===== config.mk =====
export PLATFORM = sky130hd
export DESIGN_NAME = lcd_sync_gen
export DESIGN_NICKNAME = d
export VERILOG_FILES = /design/src/rtl/lcd_sync_pkg.sv /design/src/rtl/lcd_sync_ctrl.sv /design/src/rtl/lcd_sync_shadow.sv /design/src/rtl/lcd_sync_datapath.sv /design/src/rtl/lcd_sync_gen.sv
export SDC_FILE = /design/constraint.sdc
export NUM_CORES = 1
export LEC_CHECK = 0
export ABC_AREA = 1
export BUFFER_PORTS_ARGS = -buffer_cell sky130_fd_sc_hd__buf_2
export CAP_MARGIN = 15
export CELL_PAD_IN_SITES_DETAIL_PLACEMENT = 1
export CELL_PAD_IN_SITES_GLOBAL_PLACEMENT = 2
export CORE_MARGIN = 3
export CORE_UTILIZATION = 32
export DETAILED_ROUTE_END_ITERATION = 12
export PLACE_DENSITY_LB_ADDON = 0.1
export SLEW_MARGIN = 30
export SYNTH_ARGS = -nofsm -noshare
export SYNTH_HDL_FRONTEND = slang
export SYNTH_SLANG_ARGS = --single-unit

===== constraint.sdc =====
create_clock -name clk -period 4.5 [get_ports clk]
set_input_delay 0.45 -clock clk [delete_from_list [all_inputs] [get_ports clk]]
set_output_delay 0.45 -clock clk [all_outputs]
set_load 0.01 [all_outputs]

===== src/rtl/lcd_sync_pkg.sv =====
package lcd_sync_pkg;
  localparam int REG_W  = 32;
  localparam int HALF_W = REG_W / 2;
  localparam int SYNC_N = 3;

  localparam int POL_HSYNC = 0;
  localparam int POL_VSYNC = 1;
  localparam int POL_DE    = 2;

  typedef struct packed {
    logic run;
    logic loadCfg;
    logic frameWrap;
  } ctrlStrobe_t;
endpackage


===== src/rtl/lcd_sync_ctrl.sv =====
module lcd_sync_ctrl
  import lcd_sync_pkg::*;
(
  input  logic              clk,
  input  logic              rstN,
  input  logic              enable,
  input  logic [HALF_W-1:0] hPeriod,
  input  logic [REG_W-1:0]  frameLen,
  output ctrlStrobe_t       strb,
  output logic [HALF_W-1:0] hCnt,
  output logic [REG_W-1:0]  fCnt
);
  logic running;
  logic frameEnd;
  logic lineEnd;

  assign frameEnd = running && (fCnt >= frameLen - REG_W'(1));
  assign lineEnd  = hCnt >= hPeriod - HALF_W'(1);

  always_ff @(posedge clk) begin
    if (!rstN) begin
      running <= 1'b0;
      hCnt    <= '0;
      fCnt    <= '0;
    end else if (!running) begin
      running <= enable;
      hCnt    <= '0;
      fCnt    <= '0;
    end else if (!enable) begin
      running <= 1'b0;
      hCnt    <= '0;
      fCnt    <= '0;
    end else if (frameEnd) begin
      hCnt <= '0;
      fCnt <= '0;
    end else begin
      fCnt <= fCnt + REG_W'(1);
      hCnt <= lineEnd ? '0 : hCnt + HALF_W'(1);
    end
  end

  always_comb begin
    strb.run       = running;
    strb.loadCfg   = !running || frameEnd;
    strb.frameWrap = frameEnd;
  end

  // the line counter never reaches the programmed line period
  p_hcnt_bound_r3: assert property (@(posedge clk) disable iff (!rstN)
    (running && hPeriod != '0) |-> (hCnt < hPeriod));

  // the frame counter returns to the first pixel after the last one
  p_frame_wrap_r2: assert property (@(posedge clk) disable iff (!rstN)
    (running && frameEnd && enable) |=> (fCnt == '0 && hCnt == '0));

  // inside a frame the position advances by one each clock
  p_fcnt_step_r2: assert property (@(posedge clk) disable iff (!rstN)
    (running && !frameEnd && enable) |=> (fCnt == $past(fCnt) + REG_W'(1)));

  // a dropped enable stops the counters at the next edge
  p_stop_r11: assert property (@(posedge clk) disable iff (!rstN)
    (running && !enable) |=> (!running && fCnt == '0));
endmodule


===== src/rtl/lcd_sync_shadow.sv =====
module lcd_sync_shadow
  import lcd_sync_pkg::*;
#(
  parameter int COLOR_W = 24
) (
  input  logic               clk,
  input  logic               rstN,
  input  logic               loadCfg,
  input  logic [REG_W-1:0]   hTiming,
  input  logic [REG_W-1:0]   hDisplay,
  input  logic [REG_W-1:0]   frameLength,
  input  logic [REG_W-1:0]   vSyncWidth,
  input  logic [REG_W-1:0]   vDisplayStart,
  input  logic [REG_W-1:0]   vDisplayEnd,
  input  logic [REG_W-1:0]   winHoriz,
  input  logic [REG_W-1:0]   winVertStart,
  input  logic [REG_W-1:0]   winVertEnd,
  input  logic [SYNC_N-1:0]  syncPolarity,
  input  logic [COLOR_W-1:0] borderColor,
  input  logic [REG_W-1:0]   underflowCfg,
  output logic [HALF_W-1:0]  hPeriod,
  output logic [HALF_W-1:0]  hPulse,
  output logic [HALF_W-1:0]  hStart,
  output logic [HALF_W-1:0]  hEnd,
  output logic [REG_W-1:0]   frameLen,
  output logic [REG_W-1:0]   vPulse,
  output logic [REG_W-1:0]   vStart,
  output logic [REG_W-1:0]   vEnd,
  output logic               winHEn,
  output logic [HALF_W-1:0]  winHStart,
  output logic [HALF_W-1:0]  winHEnd,
  output logic               winVEn,
  output logic [REG_W-1:0]   winVStart,
  output logic [REG_W-1:0]   winVEnd,
  output logic [SYNC_N-1:0]  pol,
  output logic [COLOR_W-1:0] borderCol,
  output logic [COLOR_W-1:0] underCol,
  output logic               recoverEn
);
  logic unusedCfgBits;
  assign unusedCfgBits = ^underflowCfg[REG_W-2:COLOR_W];

  always_ff @(posedge clk) begin
    if (!rstN) begin
      hPeriod   <= '0;
      hPulse    <= '0;
      hStart    <= '0;
      hEnd      <= '0;
      frameLen  <= '0;
      vPulse    <= '0;
      vStart    <= '0;
      vEnd      <= '0;
      winHEn    <= 1'b0;
      winHStart <= '0;
      winHEnd   <= '0;
      winVEn    <= 1'b0;
      winVStart <= '0;
      winVEnd   <= '0;
      pol       <= '0;
      borderCol <= '0;
      underCol  <= '0;
      recoverEn <= 1'b0;
    end else if (loadCfg) begin
      hPeriod   <= hTiming[REG_W-1:HALF_W];
      hPulse    <= hTiming[HALF_W-1:0];
      hEnd      <= hDisplay[REG_W-1:HALF_W];
      hStart    <= hDisplay[HALF_W-1:0];
      frameLen  <= frameLength;
      vPulse    <= vSyncWidth;
      vStart    <= vDisplayStart;
      vEnd      <= vDisplayEnd;
      winHEn    <= winHoriz[REG_W-1];
      winHEnd   <= {1'b0, winHoriz[REG_W-2:HALF_W]};
      winHStart <= winHoriz[HALF_W-1:0];
      winVEn    <= winVertStart[REG_W-1];
      winVStart <= {1'b0, winVertStart[REG_W-2:0]};
      winVEnd   <= winVertEnd;
      pol       <= syncPolarity;
      borderCol <= borderColor;
      underCol  <= underflowCfg[COLOR_W-1:0];
      recoverEn <= underflowCfg[REG_W-1];
    end
  end

  // without a load strobe the captured timing holds still
  p_shadow_hold_r10: assert property (@(posedge clk) disable iff (!rstN)
    !loadCfg |=> ($stable(hPeriod) && $stable(frameLen) && $stable(pol)));
endmodule


===== src/rtl/lcd_sync_datapath.sv =====
module lcd_sync_datapath
  import lcd_sync_pkg::*;
#(
  parameter int COLOR_W = 24
) (
  input  logic               clk,
  input  logic               rstN,
  input  ctrlStrobe_t        strb,
  input  logic [HALF_W-1:0]  hCnt,
  input  logic [REG_W-1:0]   fCnt,
  input  logic [HALF_W-1:0]  hPulse,
  input  logic [HALF_W-1:0]  hStart,
  input  logic [HALF_W-1:0]  hEnd,
  input  logic [REG_W-1:0]   frameLen,
  input  logic [REG_W-1:0]   vPulse,
  input  logic [REG_W-1:0]   vStart,
  input  logic [REG_W-1:0]   vEnd,
  input  logic               winHEn,
  input  logic [HALF_W-1:0]  winHStart,
  input  logic [HALF_W-1:0]  winHEnd,
  input  logic               winVEn,
  input  logic [REG_W-1:0]   winVStart,
  input  logic [REG_W-1:0]   winVEnd,
  input  logic [SYNC_N-1:0]  pol,
  input  logic [COLOR_W-1:0] borderCol,
  input  logic [COLOR_W-1:0] underCol,
  input  logic               recoverEn,
  input  logic [COLOR_W-1:0] pixIn,
  input  logic               pixUnderflow,
  output logic [SYNC_N-1:0]  syncOut,
  output logic [COLOR_W-1:0] pixOut,
  output logic               frameStart
);
  logic               hsActive;
  logic               vsActive;
  logic               inHDisp;
  logic               inVDisp;
  logic               inDisp;
  logic               inHWin;
  logic               inVWin;
  logic               inWin;
  logic               ufHit;
  logic               ufLatched;
  logic [SYNC_N-1:0]  activeVec;
  logic [COLOR_W-1:0] colorSel;

  always_comb begin
    hsActive = hCnt < hPulse;
    vsActive = fCnt < vPulse;
    inHDisp  = (hCnt >= hStart) && (hCnt <= hEnd);
    inVDisp  = (fCnt >= vStart) && (fCnt <= vEnd);
    inDisp   = inHDisp && inVDisp;
    inHWin   = !winHEn || ((hCnt >= winHStart) && (hCnt <= winHEnd));
    inVWin   = !winVEn || ((fCnt >= winVStart) && (fCnt <= winVEnd));
    inWin    = inHWin && inVWin;
    ufHit    = inDisp && inWin && pixUnderflow;
    activeVec[POL_HSYNC] = hsActive;
    activeVec[POL_VSYNC] = vsActive;
    activeVec[POL_DE]    = inDisp;
  end

  always_comb begin
    if (!inDisp)                   colorSel = '0;
    else if (!inWin)               colorSel = borderCol;
    else if (ufLatched || ufHit)   colorSel = underCol;
    else                           colorSel = pixIn;
  end

  for (genvar i = 0; i < SYNC_N; i++) begin : g_sync
    logic syncQ;
    always_ff @(posedge clk) begin
      if (!rstN)          syncQ <= 1'b0;
      else if (strb.run)  syncQ <= activeVec[i] ^ pol[i];
      else                syncQ <= pol[i];
    end
    assign syncOut[i] = syncQ;
  end

  always_ff @(posedge clk) begin
    if (!rstN) begin
      pixOut     <= '0;
      frameStart <= 1'b0;
      ufLatched  <= 1'b0;
    end else begin
      pixOut     <= strb.run ? colorSel : '0;
      frameStart <= strb.run && (fCnt == '0);
      if (!strb.run)                         ufLatched <= 1'b0;
      else if (strb.frameWrap && recoverEn)  ufLatched <= 1'b0;
      else if (ufHit)                        ufLatched <= 1'b1;
    end
  end

  // the frame-start pulse lasts a single clock
  p_fs_single_r2: assert property (@(posedge clk) disable iff (!rstN)
    (frameStart && frameLen > REG_W'(1)) |=> !frameStart);

  // outside the display area the pixel bus is black and DE rests
  p_outside_black_r5: assert property (@(posedge clk) disable iff (!rstN)
    (strb.run && !inDisp) |=> (pixOut == '0 && syncOut[POL_DE] == $past(pol[POL_DE])));

  // display pixels outside the enabled window carry the border colour
  p_border_r6: assert property (@(posedge clk) disable iff (!rstN)
    (strb.run && inDisp && !inWin) |=> (pixOut == $past(borderCol)));

  // a window pixel that underflows shows the underflow colour
  p_underflow_col_r7: assert property (@(posedge clk) disable iff (!rstN)
    (strb.run && ufHit) |=> (pixOut == $past(underCol)));

  // the underflow condition persists until a recovery wrap
  p_latch_hold_r7: assert property (@(posedge clk) disable iff (!rstN)
    (strb.run && ufLatched && !(strb.frameWrap && recoverEn)) |=> ufLatched);

  // a stopped block rests DE at its polarity level
  p_idle_de_r9: assert property (@(posedge clk) disable iff (!rstN)
    !strb.run |=> (syncOut[POL_DE] == $past(pol[POL_DE])));
endmodule


===== src/rtl/lcd_sync_gen.sv =====
module lcd_sync_gen
  import lcd_sync_pkg::*;
#(
  parameter int COLOR_W = 24
) (
  input  logic               clk,
  input  logic               rstN,
  input  logic               enable,
  input  logic [31:0]        hTiming,
  input  logic [31:0]        hDisplay,
  input  logic [31:0]        frameLength,
  input  logic [31:0]        vSyncWidth,
  input  logic [31:0]        vDisplayStart,
  input  logic [31:0]        vDisplayEnd,
  input  logic [31:0]        winHoriz,
  input  logic [31:0]        winVertStart,
  input  logic [31:0]        winVertEnd,
  input  logic [2:0]         syncPolarity,
  input  logic [COLOR_W-1:0] borderColor,
  input  logic [31:0]        underflowCfg,
  input  logic [COLOR_W-1:0] pixIn,
  input  logic               pixUnderflow,
  output logic               hsyncOut,
  output logic               vsyncOut,
  output logic               deOut,
  output logic [COLOR_W-1:0] pixOut,
  output logic               frameStart
);
  ctrlStrobe_t        strb;
  logic [HALF_W-1:0]  hCnt;
  logic [REG_W-1:0]   fCnt;
  logic [HALF_W-1:0]  hPeriod, hPulse, hStart, hEnd;
  logic [REG_W-1:0]   frameLen, vPulse, vStart, vEnd;
  logic               winHEn, winVEn, recoverEn;
  logic [HALF_W-1:0]  winHStart, winHEnd;
  logic [REG_W-1:0]   winVStart, winVEnd;
  logic [SYNC_N-1:0]  pol;
  logic [COLOR_W-1:0] borderCol, underCol;
  logic [SYNC_N-1:0]  syncOut;

  lcd_sync_ctrl u_ctrl (
    .clk(clk), .rstN(rstN), .enable(enable),
    .hPeriod(hPeriod), .frameLen(frameLen),
    .strb(strb), .hCnt(hCnt), .fCnt(fCnt)
  );

  lcd_sync_shadow #(.COLOR_W(COLOR_W)) u_shadow (
    .clk(clk), .rstN(rstN), .loadCfg(strb.loadCfg),
    .hTiming(hTiming), .hDisplay(hDisplay), .frameLength(frameLength),
    .vSyncWidth(vSyncWidth), .vDisplayStart(vDisplayStart),
    .vDisplayEnd(vDisplayEnd), .winHoriz(winHoriz),
    .winVertStart(winVertStart), .winVertEnd(winVertEnd),
    .syncPolarity(syncPolarity), .borderColor(borderColor),
    .underflowCfg(underflowCfg),
    .hPeriod(hPeriod), .hPulse(hPulse), .hStart(hStart), .hEnd(hEnd),
    .frameLen(frameLen), .vPulse(vPulse), .vStart(vStart), .vEnd(vEnd),
    .winHEn(winHEn), .winHStart(winHStart), .winHEnd(winHEnd),
    .winVEn(winVEn), .winVStart(winVStart), .winVEnd(winVEnd),
    .pol(pol), .borderCol(borderCol), .underCol(underCol),
    .recoverEn(recoverEn)
  );

  lcd_sync_datapath #(.COLOR_W(COLOR_W)) u_dp (
    .clk(clk), .rstN(rstN), .strb(strb), .hCnt(hCnt), .fCnt(fCnt),
    .hPulse(hPulse), .hStart(hStart), .hEnd(hEnd), .frameLen(frameLen),
    .vPulse(vPulse), .vStart(vStart), .vEnd(vEnd),
    .winHEn(winHEn), .winHStart(winHStart), .winHEnd(winHEnd),
    .winVEn(winVEn), .winVStart(winVStart), .winVEnd(winVEnd),
    .pol(pol), .borderCol(borderCol), .underCol(underCol),
    .recoverEn(recoverEn), .pixIn(pixIn), .pixUnderflow(pixUnderflow),
    .syncOut(syncOut), .pixOut(pixOut), .frameStart(frameStart)
  );

  assign hsyncOut = syncOut[POL_HSYNC];
  assign vsyncOut = syncOut[POL_VSYNC];
  assign deOut    = syncOut[POL_DE];
endmodule


==> qor.yml <==
clocking:
  htreeDepth: 2
  cts_made_buffers: 52
  worstSkewPairLatency_ns: 0.61
  cts.hold.buffers_added: 0
  cts_sinks: 418
  clk_transition_reported_paths_ns: 0.07
  root_buffer: "clkbuf_16"
  tritoncts: "built"
  cts_buffer_depth: 3
route:
  wl_um: 88800
  via_per_inst: 4.82
  wl_per_cell_um: 18.9
  postRouteAntennaNets: 0
  dr.pass1.iters: 6
  drc_errors: 0
  num_vias: 22700
  drt_iter0_drc: 819
synth:
  synthArstFlopShare_pct: 0
  synth_cell_types: 54
  synth_top_area_share_pct: 35.1
  synth_edf_count: 0
  synth_flop_cell: "dfxtp_1"
  yosys.area.top_type: "dfxtp_1"
  syn_avg_cell_area_um2: 7.22
  synth_simple_gate_area_share_pct: 22.5
  ys.warnings.count: 0
  synth_top_family_by_area: "simple AND/OR/NAND/NOR gates"
  synth_compound_area_share_pct: 14.2
  synthXorXnorAreaFrac_pct: 2.20
  ys_seq_elements: 418
  synth_nets: 3967
  syn-cell-area_um2: 23900
  yosys-top-cells-area: "dfxtp_1 (35%), ha_1 (15%), nor2_1 (10%)"
  synthAdderAreaFrac_pct: 15.2
  synth_most_common_cell: "nor2_1"
  synth_seq_area_share_pct: 35.1
  synth_common_cells: "nor2_1 (667), a21oi_1 (498), inv_1 (488)"
  synth_cells: 3303
  synth_mux_area_share_pct: 0
placement:
  port_buffers: 395
  placed_area_um2: 27000
  gp_congestion: 0.837
  dp_hpwl_um: 67300
power_and_ir_drop:
  peakVddDrop_v: 0.000259
  power_density_nw_per_um2: 329
  power.leakage_nw: 14.1
  finalPower_mw: 9.52
timing:
  tightest_slew_ns: 0.960
  skew_ns: 0.0253
  setup_viol: 0
  max_freq_ghz: 0.238
  fin_crit_sh_pct: 93.4
  final_hold_viol_count: 0
  fin_setup_tns_ns: 0
  report.final.slew_viol_count: 0
  relSlewSlack_pct: 35.6
  grt_setup_unrepaired: "true"
  fin_crit_ns: 4.20
worst_setup_path:
  cp_num_buf_inv: 4
  critPathArrivalTime_ns: 4.65
  path_cells: "inv_2 > nand3_2 > nor3_4 > nand3_2 > nor3_4 > nand3_2 > nor2_4 > nand3_4 > nor2_4 > nand3_1 > xor2_1 > ha_1 > nand2_1 > nor2_1 > nand2_1 > nor4_4 > nand4_1 > buf_4 > nand4_4 > buf_12 > buf_16 > nor2_1 > a21oi_1 > nor2_1"
  cpLargestDelayFamily: "simple AND/OR/NAND/NOR gates"
  critical_path.max_stage_delay_ns: 0.33
  critical_path.endpoint_type: "register"
  slowest_stage: "dfxtp_1"
  cp_max_fo: 49
  worstSetupStartpointType: "register"
  required_ns: 4.94
  critPathKind: "register to register"
floorplan:
  dieHeight_um: 279
  chipWidth_um: 279
  coreArea_um2: 73500
  initial_core_util_pct: 32.5
  ios: 403
  dieArea_um2: 77900
  rows: 99
global_routing:
  gr-total-overflow: 0
  grt_pass1_wl_um: 134000
  grt_pass1_vias: 23500
  grt_antenna_before_repair: 22
  grtUsageTotal_pct: 22.1
  grt_max_degree: 134
hold_path:
  hp-class: "primary input to register"
cells_and_area:
  drive_gt1_share_pct: 16.0
  area_growth_pct: 21.1
  nNetsFinal: 4353
  final_area_um2: 28900
run_status:
  status: "completed"
flow_run:
  cap_violations: 0
[power by group]
group | switching (mW) | total (mW) | internal [mW]
clock network | 1.73 | 4.27 | 2.54
registers | 0.0859 | 3.99 | 3.90
logic | 0.769 | 1.26 | 0.488
[cells in the final DEF (no fill, tap or decap), drive strengths merged, types with 12 or more instances in the layout]
cell type,n
a21oi,499
buf,460
clkbuf,88
dfxtp,418
diode,15
ha,289
inv,498
nand2,343
nand3,101
nand4,31
nor2,681
nor3,48
nor4,23
o21ai,119
xnor2,12
xor2,48
[stage by stage]
| stage | std cells | setup slack [ns] | util, % | hold WS, ns |
|---|---|---|---|---|
| 6_report | 4702 | 0.296 | 39.3 | 0.0613 |
| 5_1_grt | 4691 | -0.0290 | 39.3 | 0.0479 |
| 4_1_cts | 4682 | 0.0628 | 39.1 | 0.0297 |
| 3_5_place_dp | 4589 | 0.0897 | 36.8 | 0.416 |
| 3_3_place_gp | 4589 | 0.214 | 36.8 | 0.416 |
| 2_1_floorplan | 3303 | 1.10 | - | 0.398 |
[registers in the layout, indices dropped and copies added, names as in the netlist, 3 cells and up]
signal              cells
u_shadow.winHStart     16
u_shadow.borderCol     24
u_dp.g_sync.syncQ       3
u_shadow.hPulse        16
u_ctrl.fCnt            32
u_shadow.winVEnd       32
u_ctrl.hCnt            16
u_shadow.vPulse        32
u_shadow.underCol      24
u_shadow.hEnd          16
u_shadow.vEnd          32
u_shadow.hStart        16
u_shadow.pol            3
u_shadow.winHEnd       15
u_dp.pixOut            24
u_shadow.winVStart     31
u_shadow.hPeriod       16
u_shadow.vStart        32
u_shadow.frameLen      32
[area by class of cell]
type	instances	area, um^2
Fill cell	9266	44600
Multi-Input combinational cell	2257	13000
Sequential cell	418	8370
Timing Repair Buffer	463	2760
Inverter	497	1870
Clock buffer	85	1580
Tap cell	959	1200
Clock inverter	8	123
Antenna cell	15	37.5
[metal layers]
layer  part of all wire, %  global-route usage, %  routed length (um)
met1                    44                   27.5               39000
met2                    48                   38.5               42900
met3                   5.1                   4.82                4530
met4                   2.6                   6.20                2330
met5                 0.065                      0                  58
[cell families after synthesis]
| kind of cell | after synthesis |
|---|---|
| and+or+nand+nor | 1251 |
| AOI/OAI and AO/OA | 657 |
| buffers and inverters | 628 |
| DFF | 418 |
| adders and majority gates | 289 |
| xor gates and xnor gates | 60 |
[timing repair]
action | 4_1_cts | 5_1_grt
setup buffers | 0 | 2
endpoints found under the setup margin | 0 | 340
resized for setup | 0 | 8
[worst paths after layout]
check	startpoint	endpoint	slack, ns	depth (start not counted)
min reg2reg	u_shadow.recoverEn	u_dp.ufLatched	0.43	1
min	winVertEnd[0]	u_shadow.winVEnd[0]	0.06	3
max reg2reg	u_shadow.frameLen[2]	u_shadow.hStart[14]	0.30	24
max	u_shadow.frameLen[2]	u_shadow.hStart[14]	0.30	24
[worst min-delay path, cell delays in order]
cell	delay, ns
buf_2	0.09
inv_1	0.04
a21oi_1	0.05
Note: power is estimated with default switching activity, not from simulation.
